File: src/rtl/dma_seq_pkg.sv
package dma_seq_pkg;

    typedef enum logic [2:0] {
        ST_IDLE,
        ST_READ,
        ST_RSTALL,
        ST_WRITE,
        ST_WSTALL,
        ST_FINISH
    } seq_state_t;

    localparam logic [1:0] LINK_EVERY = 2'd1;
    localparam logic [1:0] LINK_RUNOUT = 2'd2;

    // Idle cycles inserted after each access for a bandwidth code.
    function automatic int unsigned stall_len(input logic [1:0] code,
                                              input int unsigned n_short,
                                              input int unsigned n_long);
        unique case (code)
            2'd2:    return n_short;
            2'd3:    return n_long;
            default: return 0;
        endcase
    endfunction

endpackage

File: src/rtl/dma_stall_timer.sv
module dma_stall_timer #(
    parameter int CNT_W = 4
) (
    input  logic             clk,
    input  logic             rst_n,
    input  logic             load,
    input  logic [CNT_W-1:0] len,
    output logic             expired
);
    logic [CNT_W-1:0] cnt_q;

    always_ff @(posedge clk or negedge rst_n) begin
        if (!rst_n) begin
            cnt_q <= '0;
        end else if (load) begin
            cnt_q <= len - CNT_W'(1);
        end else if (cnt_q != '0) begin
            cnt_q <= cnt_q - CNT_W'(1);
        end
    end

    assign expired = (cnt_q == '0);
endmodule

File: src/rtl/dma_iter_ctrl.sv
module dma_iter_ctrl #(
    parameter int IT_W = 12
) (
    input  logic            clk,
    input  logic            rst_n,
    input  logic            load,
    input  logic [IT_W-1:0] biter,
    input  logic            minor_end,
    input  logic            int_major_en,
    input  logic            int_half_en,
    input  logic [1:0]      link_mode,
    output logic [IT_W-1:0] citer,
    output logic            done,
    output logic            major_end,
    output logic            irq,
    output logic            link_pulse
);
    import dma_seq_pkg::*;

    logic [IT_W-1:0] cnt_q;
    logic [IT_W-1:0] cnt_dec;
    logic            half_hit;

    assign cnt_dec   = cnt_q - IT_W'(1);
    assign major_end = minor_end && (cnt_q == IT_W'(1));
    assign half_hit  = (cnt_dec == (biter >> 1));

    always_ff @(posedge clk or negedge rst_n) begin
        if (!rst_n) begin
            cnt_q      <= '0;
            done       <= 1'b0;
            irq        <= 1'b0;
            link_pulse <= 1'b0;
        end else begin
            irq        <= minor_end && ((major_end && int_major_en) || (half_hit && int_half_en));
            link_pulse <= minor_end && ((link_mode == LINK_EVERY) ||
                                        ((link_mode == LINK_RUNOUT) && major_end));
            if (load) begin
                cnt_q <= biter;
                done  <= 1'b0;
            end else if (major_end) begin
                cnt_q <= biter;
                done  <= 1'b1;
            end else if (minor_end) begin
                cnt_q <= cnt_dec;
            end
        end
    end

    assign citer = cnt_q;

    a_r4_decrement: assert property (@(posedge clk) disable iff (!rst_n)
        (minor_end && !major_end && !load) |=> (citer == $past(citer) - IT_W'(1)));

    a_r5_reload_done: assert property (@(posedge clk) disable iff (!rst_n)
        (major_end && !load) |=> (done && citer == $past(biter)));

    a_r6_irq_follows_close: assert property (@(posedge clk) disable iff (!rst_n)
        irq |-> $past(minor_end));

    a_r7_link_follows_close: assert property (@(posedge clk) disable iff (!rst_n)
        link_pulse |-> $past(minor_end));
endmodule

File: src/rtl/dma_loop_seq.sv
module dma_loop_seq #(
    parameter int CH_W        = 4,
    parameter int CH_ID       = 2,
    parameter int NB_W        = 16,
    parameter int IT_W        = 12,
    parameter int STALL_SHORT = 4,
    parameter int STALL_LONG  = 8
) (
    input  logic            clk,
    input  logic            rst_n,
    input  logic            desc_load,
    input  logic [NB_W-1:0] nbytes,
    input  logic [1:0]      beat_size,
    input  logic [IT_W-1:0] biter,
    input  logic            int_major_en,
    input  logic            int_half_en,
    input  logic [1:0]      link_mode,
    input  logic [CH_W-1:0] link_ch,
    input  logic [1:0]      bw_code,
    input  logic            auto_stop,
    input  logic            cont_link,
    input  logic            req_en_set,
    input  logic            hw_req,
    input  logic            sw_start,
    input  logic            rd_done,
    input  logic            wr_done,
    input  logic            err_in,
    output logic            rd_req,
    output logic            wr_req,
    output logic            busy,
    output logic [NB_W-1:0] nbytes_left,
    output logic [IT_W-1:0] citer,
    output logic            done,
    output logic            err_flag,
    output logic            irq,
    output logic            link_pulse,
    output logic [CH_W-1:0] link_ch_out,
    output logic            req_en
);
    import dma_seq_pkg::*;

    localparam int STALL_W = $clog2(STALL_LONG + 1);

    seq_state_t         state_q, state_d;
    logic [NB_W-1:0]    rem_q;
    logic [NB_W-1:0]    beat_bytes;
    logic [STALL_W-1:0] stall_n;
    logic               stall_on;
    logic               gap_over;
    logic               gap_load;
    logic               start_ok;
    logic               last_beat;
    logic               minor_end;
    logic               major_end;
    logic               self_restart;
    logic               abort;
    logic               req_en_q;
    logic               err_q;

    assign beat_bytes   = NB_W'(1) << beat_size;
    assign stall_n      = STALL_W'(stall_len(bw_code, STALL_SHORT, STALL_LONG));
    assign stall_on     = (stall_n != '0);
    assign start_ok     = (sw_start || (hw_req && req_en_q)) && (citer != '0);
    assign last_beat    = (rem_q <= beat_bytes);
    assign minor_end    = (state_q == ST_FINISH);
    assign self_restart = cont_link && (link_mode == LINK_EVERY) &&
                          (link_ch == CH_W'(CH_ID)) && !major_end;
    assign abort        = err_in && ((state_q == ST_READ) || (state_q == ST_WRITE));
    assign gap_load     = stall_on && !err_in &&
                          (((state_q == ST_READ) && rd_done) || ((state_q == ST_WRITE) && wr_done));

    // Next-state logic
    always_comb begin
        state_d = state_q;
        unique case (state_q)
            ST_IDLE:   if (start_ok) state_d = ST_READ;
            ST_READ: begin
                if (err_in)       state_d = ST_IDLE;
                else if (rd_done) state_d = stall_on ? ST_RSTALL : ST_WRITE;
            end
            ST_RSTALL: if (gap_over) state_d = ST_WRITE;
            ST_WRITE: begin
                if (err_in)         state_d = ST_IDLE;
                else if (wr_done) begin
                    if (stall_on)       state_d = ST_WSTALL;
                    else if (last_beat) state_d = ST_FINISH;
                    else                state_d = ST_READ;
                end
            end
            ST_WSTALL: if (gap_over) state_d = (rem_q == '0) ? ST_FINISH : ST_READ;
            ST_FINISH: state_d = self_restart ? ST_READ : ST_IDLE;
            default:   state_d = ST_IDLE;
        endcase
    end

    // State and datapath registers
    always_ff @(posedge clk or negedge rst_n) begin
        if (!rst_n) begin
            state_q  <= ST_IDLE;
            rem_q    <= '0;
            req_en_q <= 1'b0;
            err_q    <= 1'b0;
        end else begin
            state_q <= state_d;
            if (((state_q == ST_IDLE) && start_ok) || (minor_end && self_restart)) begin
                rem_q <= nbytes;
            end else if ((state_q == ST_WRITE) && wr_done && !err_in) begin
                rem_q <= last_beat ? '0 : rem_q - beat_bytes;
            end
            if (minor_end && major_end && auto_stop) req_en_q <= 1'b0;
            else if (req_en_set)                     req_en_q <= 1'b1;
            if (desc_load)  err_q <= 1'b0;
            else if (abort) err_q <= 1'b1;
        end
    end

    // Outputs
    always_comb begin
        rd_req      = (state_q == ST_READ);
        wr_req      = (state_q == ST_WRITE);
        busy        = (state_q != ST_IDLE);
        nbytes_left = busy ? rem_q : nbytes;
        err_flag    = err_q;
        req_en      = req_en_q;
        link_ch_out = link_ch;
    end

    dma_stall_timer #(.CNT_W(STALL_W)) u_gap (
        .clk     (clk),
        .rst_n   (rst_n),
        .load    (gap_load),
        .len     (stall_n),
        .expired (gap_over)
    );

    dma_iter_ctrl #(.IT_W(IT_W)) u_iter (
        .clk          (clk),
        .rst_n        (rst_n),
        .load         (desc_load),
        .biter        (biter),
        .minor_end    (minor_end),
        .int_major_en (int_major_en),
        .int_half_en  (int_half_en),
        .link_mode    (link_mode),
        .citer        (citer),
        .done         (done),
        .major_end    (major_end),
        .irq          (irq),
        .link_pulse   (link_pulse)
    );

    a_r12_one_strobe: assert property (@(posedge clk) disable iff (!rst_n)
        $onehot0({rd_req, wr_req}));

    a_r2_bytes_spent: assert property (@(posedge clk) disable iff (!rst_n)
        minor_end |-> (rem_q == '0));

    a_r11_abort_idle: assert property (@(posedge clk) disable iff (!rst_n)
        (abort && !desc_load) |=> (!busy && err_flag));

    a_r9_auto_stop: assert property (@(posedge clk) disable iff (!rst_n)
        (minor_end && major_end && auto_stop) |=> !req_en);

    a_r10_restart: assert property (@(posedge clk) disable iff (!rst_n)
        (minor_end && self_restart) |=> rd_req);

    a_r8_gap_quiet: assert property (@(posedge clk) disable iff (!rst_n)
        $fell(rd_req) && stall_on && !$past(err_in) |-> !wr_req);
endmodule

File: config.mk
export PLATFORM = sky130hd
export DESIGN_NAME = dma_loop_seq
export DESIGN_NICKNAME = d
export VERILOG_FILES = /design/src/rtl/dma_seq_pkg.sv /design/src/rtl/dma_stall_timer.sv /design/src/rtl/dma_iter_ctrl.sv /design/src/rtl/dma_loop_seq.sv
export SDC_FILE = /design/constraint.sdc
export NUM_CORES = 1
export LEC_CHECK = 0
export CAP_MARGIN = 25
export CORE_ASPECT_RATIO = 0.5
export CORE_MARGIN = 10
export CORE_UTILIZATION = 44
export CTS_BUF_LIST = sky130_fd_sc_hd__clkbuf_4 sky130_fd_sc_hd__clkbuf_8
export CTS_CLUSTER_DIAMETER = 60
export CTS_CLUSTER_SIZE = 28
export DETAILED_ROUTE_END_ITERATION = 10
export GPL_TIMING_DRIVEN = 0
export PLACE_DENSITY = 0.76
export SLEW_MARGIN = 25
export SYNTH_ARGS = -nofsm -noshare
export SYNTH_HDL_FRONTEND = slang
export SYNTH_SLANG_ARGS = --single-unit
File: constraint.sdc
create_clock -name clk -period 2.2 [get_ports clk]
set_input_delay 0.44 -clock clk [delete_from_list [all_inputs] [get_ports clk]]
set_output_delay 0.44 -clock clk [all_outputs]
set_load 0.1 [all_outputs]
==> impl_results.md <==
- Slew Viols, Final: 0
- Hold Path Class: primary input to async pin
- Final worst slack: -106 ps
- Ant. Diodes: 0
- Via count: 3504
- HPWL Detailed: 7180 µm
- Post-Synthesis Cells: 386
- Status: complete, but fails checks
- Worst endpoint required time: 2390 ps
- Yosys warns: 0
- Sequential share of the synthesized area: 33.2%
- PwrDens: 1580 mW/mm²
- I/O Pins: 91
- Worst skew pair latency: 310 ps
- Final hold slack: 16.9 ps
- Finished Layout Cells: 600
- Layout Nets: 567
- Placed cell count: 569
- Area grow syn2layout: 64.4%
- #FFs+latches synth: 40
- Clk sinks: 40
- FF+latch area: 0.00103 mm²
- Final setup fails: 14
- Synth top area cells: dfrtp_1 33%, nand2_1 8.2%, o21ai_0 7.1%
- Max Fclk: 0.434 GHz
- CP Class: primary input to register
- Fin crit share: 105%
- Worst vdd ir: 1.30 mV
- Reg-to-reg endpoint: rem_q[3]$_DFFE_PN0P_
- Unrepaired setup endpoints after global routing: yes
- Worst-margin pin slew: 1020 ps
- Fillers: 512
- Die Area: 0.0108 mm²
- Origin of the critical flop-to-flop path: rem_q[0]$_DFFE_PN0P_
- Top_reg_cell synth: dfrtp_1
- GRT Residual Overflow: 0
- Num CTS Buffers: 5
- Hold-fix buffer count after cts: 0
- Final worst path period need: 2310 ps
- Port Buf Inserts: 90
- Max_cap viols: 0
- Remaining DRCs: 0
- Die height: 78.5 µm
- CTS tree: yes
- Die X-Extent: 137 µm
- DRT Pass-1 Iters: 6
- Critical path arrival: 2500 ps
- Failing checks: negative setup slack
- Starting density of the core: 45.1%
- Final Skew: 8.32 ps
- Share of the synthesized area in the top cell type: 33.2%
- Final hold vios: 0
- Post-DRT Antenna Nets: 0
- Crit path launch type: primary input
- Avg Vias per Cell: 5.84
- WL/cell: 17.9 µm
- Path depth of the worst reg2reg path: 10
- Core ar.: 0.00667 mm²
- Area of the multi-input gates: 0.00225 mm²
- First-pass GRT wire length: 16200 µm
- Count leader, synth: nand2_1
- Total Power: 0.00783 W
- Final WL: 10800 µm
- Fraction of layout cells with a size suffix above 1: 32.3%
- Mean Syn Cell Area: 7.81 µm²
- Worst slew margin: 32.0%
- Leakage power: 2.04 nW
- 1st-iter DRT viols: 363
- Mapped Nets: 446
- Number of antenna violations at the first check in global routing: 0
- GRT Overall Usage: 18.2%
- Reg2reg setup slack: -100 ps
- Cell taking the most area after synthesis: dfrtp_1
- Vias in the first global route: 3181
- Number of library cell types mapped by synthesis: 57
- Final Wtd Congestion: 0.860
- Setup crit end kind: register
- Synthesized area: 0.00301 mm²
- Final Core Density: 74.2%
- H-tree levels: 2
- DP Worst Slack: -1160 ps
- Commonest cells post-synth: 66 x nand2_1, 43 x o21ai_0, 40 x dfrtp_1
- CP max FO: 5
- Largest net degree at the start of global routing: 29
- Clk slew on worst S/H paths: 90 ps
- CTS root buf: clkbuf_8
- Ys async rst share: 100%
- Cell Rows: 21
- CTS Buffer Depth: 2
- EDFF count, synth: 0
## registers in the layout, summed over array words and instances (netlist names)
register	cells
u_iter.done	1
u_gap.cnt_q	4
rem_q	16
req_en	1
u_iter.irq	1
err_flag	1
u_iter.link_pulse	1
state_q	3
u_iter.citer	12
## per-layer routing
| metal | global-route usage, % | wire [µm] |
|---|---|---|
| met1 | 23.4 | 4400 |
| met2 | 29.8 | 5260 |
| met3 | 4.45 | 901 |
| met4 | 4.60 | 194 |
| met5 | 0 | 0 |
## layout make-up
| type | instances | area share, % |
|---|---|---|
| multi-input cells | 314 | 45.4 |
| inverters | 11 | 1.04 |
| well taps | 92 | 2.32 |
| flip-flops and latches | 40 | 20.8 |
| clock buffers | 8 | 1.97 |
| plain buffers | 18 | 3.31 |
| repair buffers | 117 | 25.2 |
## power by group
part	internal [W]	switching, W
Sequential	0.000985	0.000377
Combinational	0.00209	0.00381
Clock	0.000281	0.000289
## stage by stage
stage               setup TNS, ps  instance area [µm²]
finish                       -799                 4950
global route                -2450                 4950
CTS                          -219                 4610
detailed placement         -32020                 4240
global placement           -49370                 4230
floorplan                   -1660                 3210
## cell usage in the layout (no fill, tap or decap), types with 6 or more instances in the layout
master           Yosys  final
xor2_1              10     10
nor4_1              11      7
nor3_1              15     11
clkdlybuf4s50_1      0     47
xnor2_1             15     14
o21ai_0             43     31
nand2_1             66     42
dfrtp_2              0      9
buf_12               0     14
clkbuf_8             0      7
buf_6                3     11
nand3_1              8      8
clkdlybuf4s15_2      0      6
inv_1               10      6
dlygate4sd2_1        0     17
o21ai_1              1      8
buf_4                6     27
nand2_4              0     19
a21oi_1             26     25
nor2_1              31     25
ha_1                 8      6
dfrtp_1             40     26
## cells by family after synthesis
group                    Yosys count  share of synthesized area [%]
AND/OR/NAND/NOR                  178                           29.1
buffers and inverters             32                           5.65
adder cells (fa/ha/maj)            9                           3.99
flip-flops                        40                           33.2
XOR/XNOR                          25                           7.27
AO/OA/AOI/OAI                    102                           20.8
## how the worst max path moves through the flow
stage                            from               endpoint  slack, ps
2_1_floorplan  state_q[2]$_DFFE_PN0P_         nbytes_left[0]       -360
3_3_place_gp   state_q[2]$_DFFE_PN0P_         nbytes_left[3]      -1160
3_5_place_dp   state_q[2]$_DFFE_PN0P_         nbytes_left[6]      -1160
4_1_cts          rem_q[0]$_DFFE_PN0P_   rem_q[3]$_DFFE_PN0P_        -50
5_1_grt          rem_q[0]$_DFFE_PN0P_  rem_q[12]$_DFFE_PN0P_       -160
6_report                 beat_size[0]   rem_q[3]$_DFFE_PN0P_       -110
## what timing repair did
item	4_1_cts	5_1_grt
setup endpoints to repair	68	47
gates resized for setup	213	70
hold endpoints to repair	0	0
buffers inserted	14	11
pin swaps	13	26
cloned	1	0
## critical path: stages
cell and delay (ps):
clkdlybuf4s15_2 240, nor2_4 110, ha_4 140, inv_2 30
fa_2 330, a21o_1 180, a21o_1 190, a211oi_4 290
nand2b_4 230, nor3b_2 60, a221o_1 260
Power figures use the tool's default switching activity.
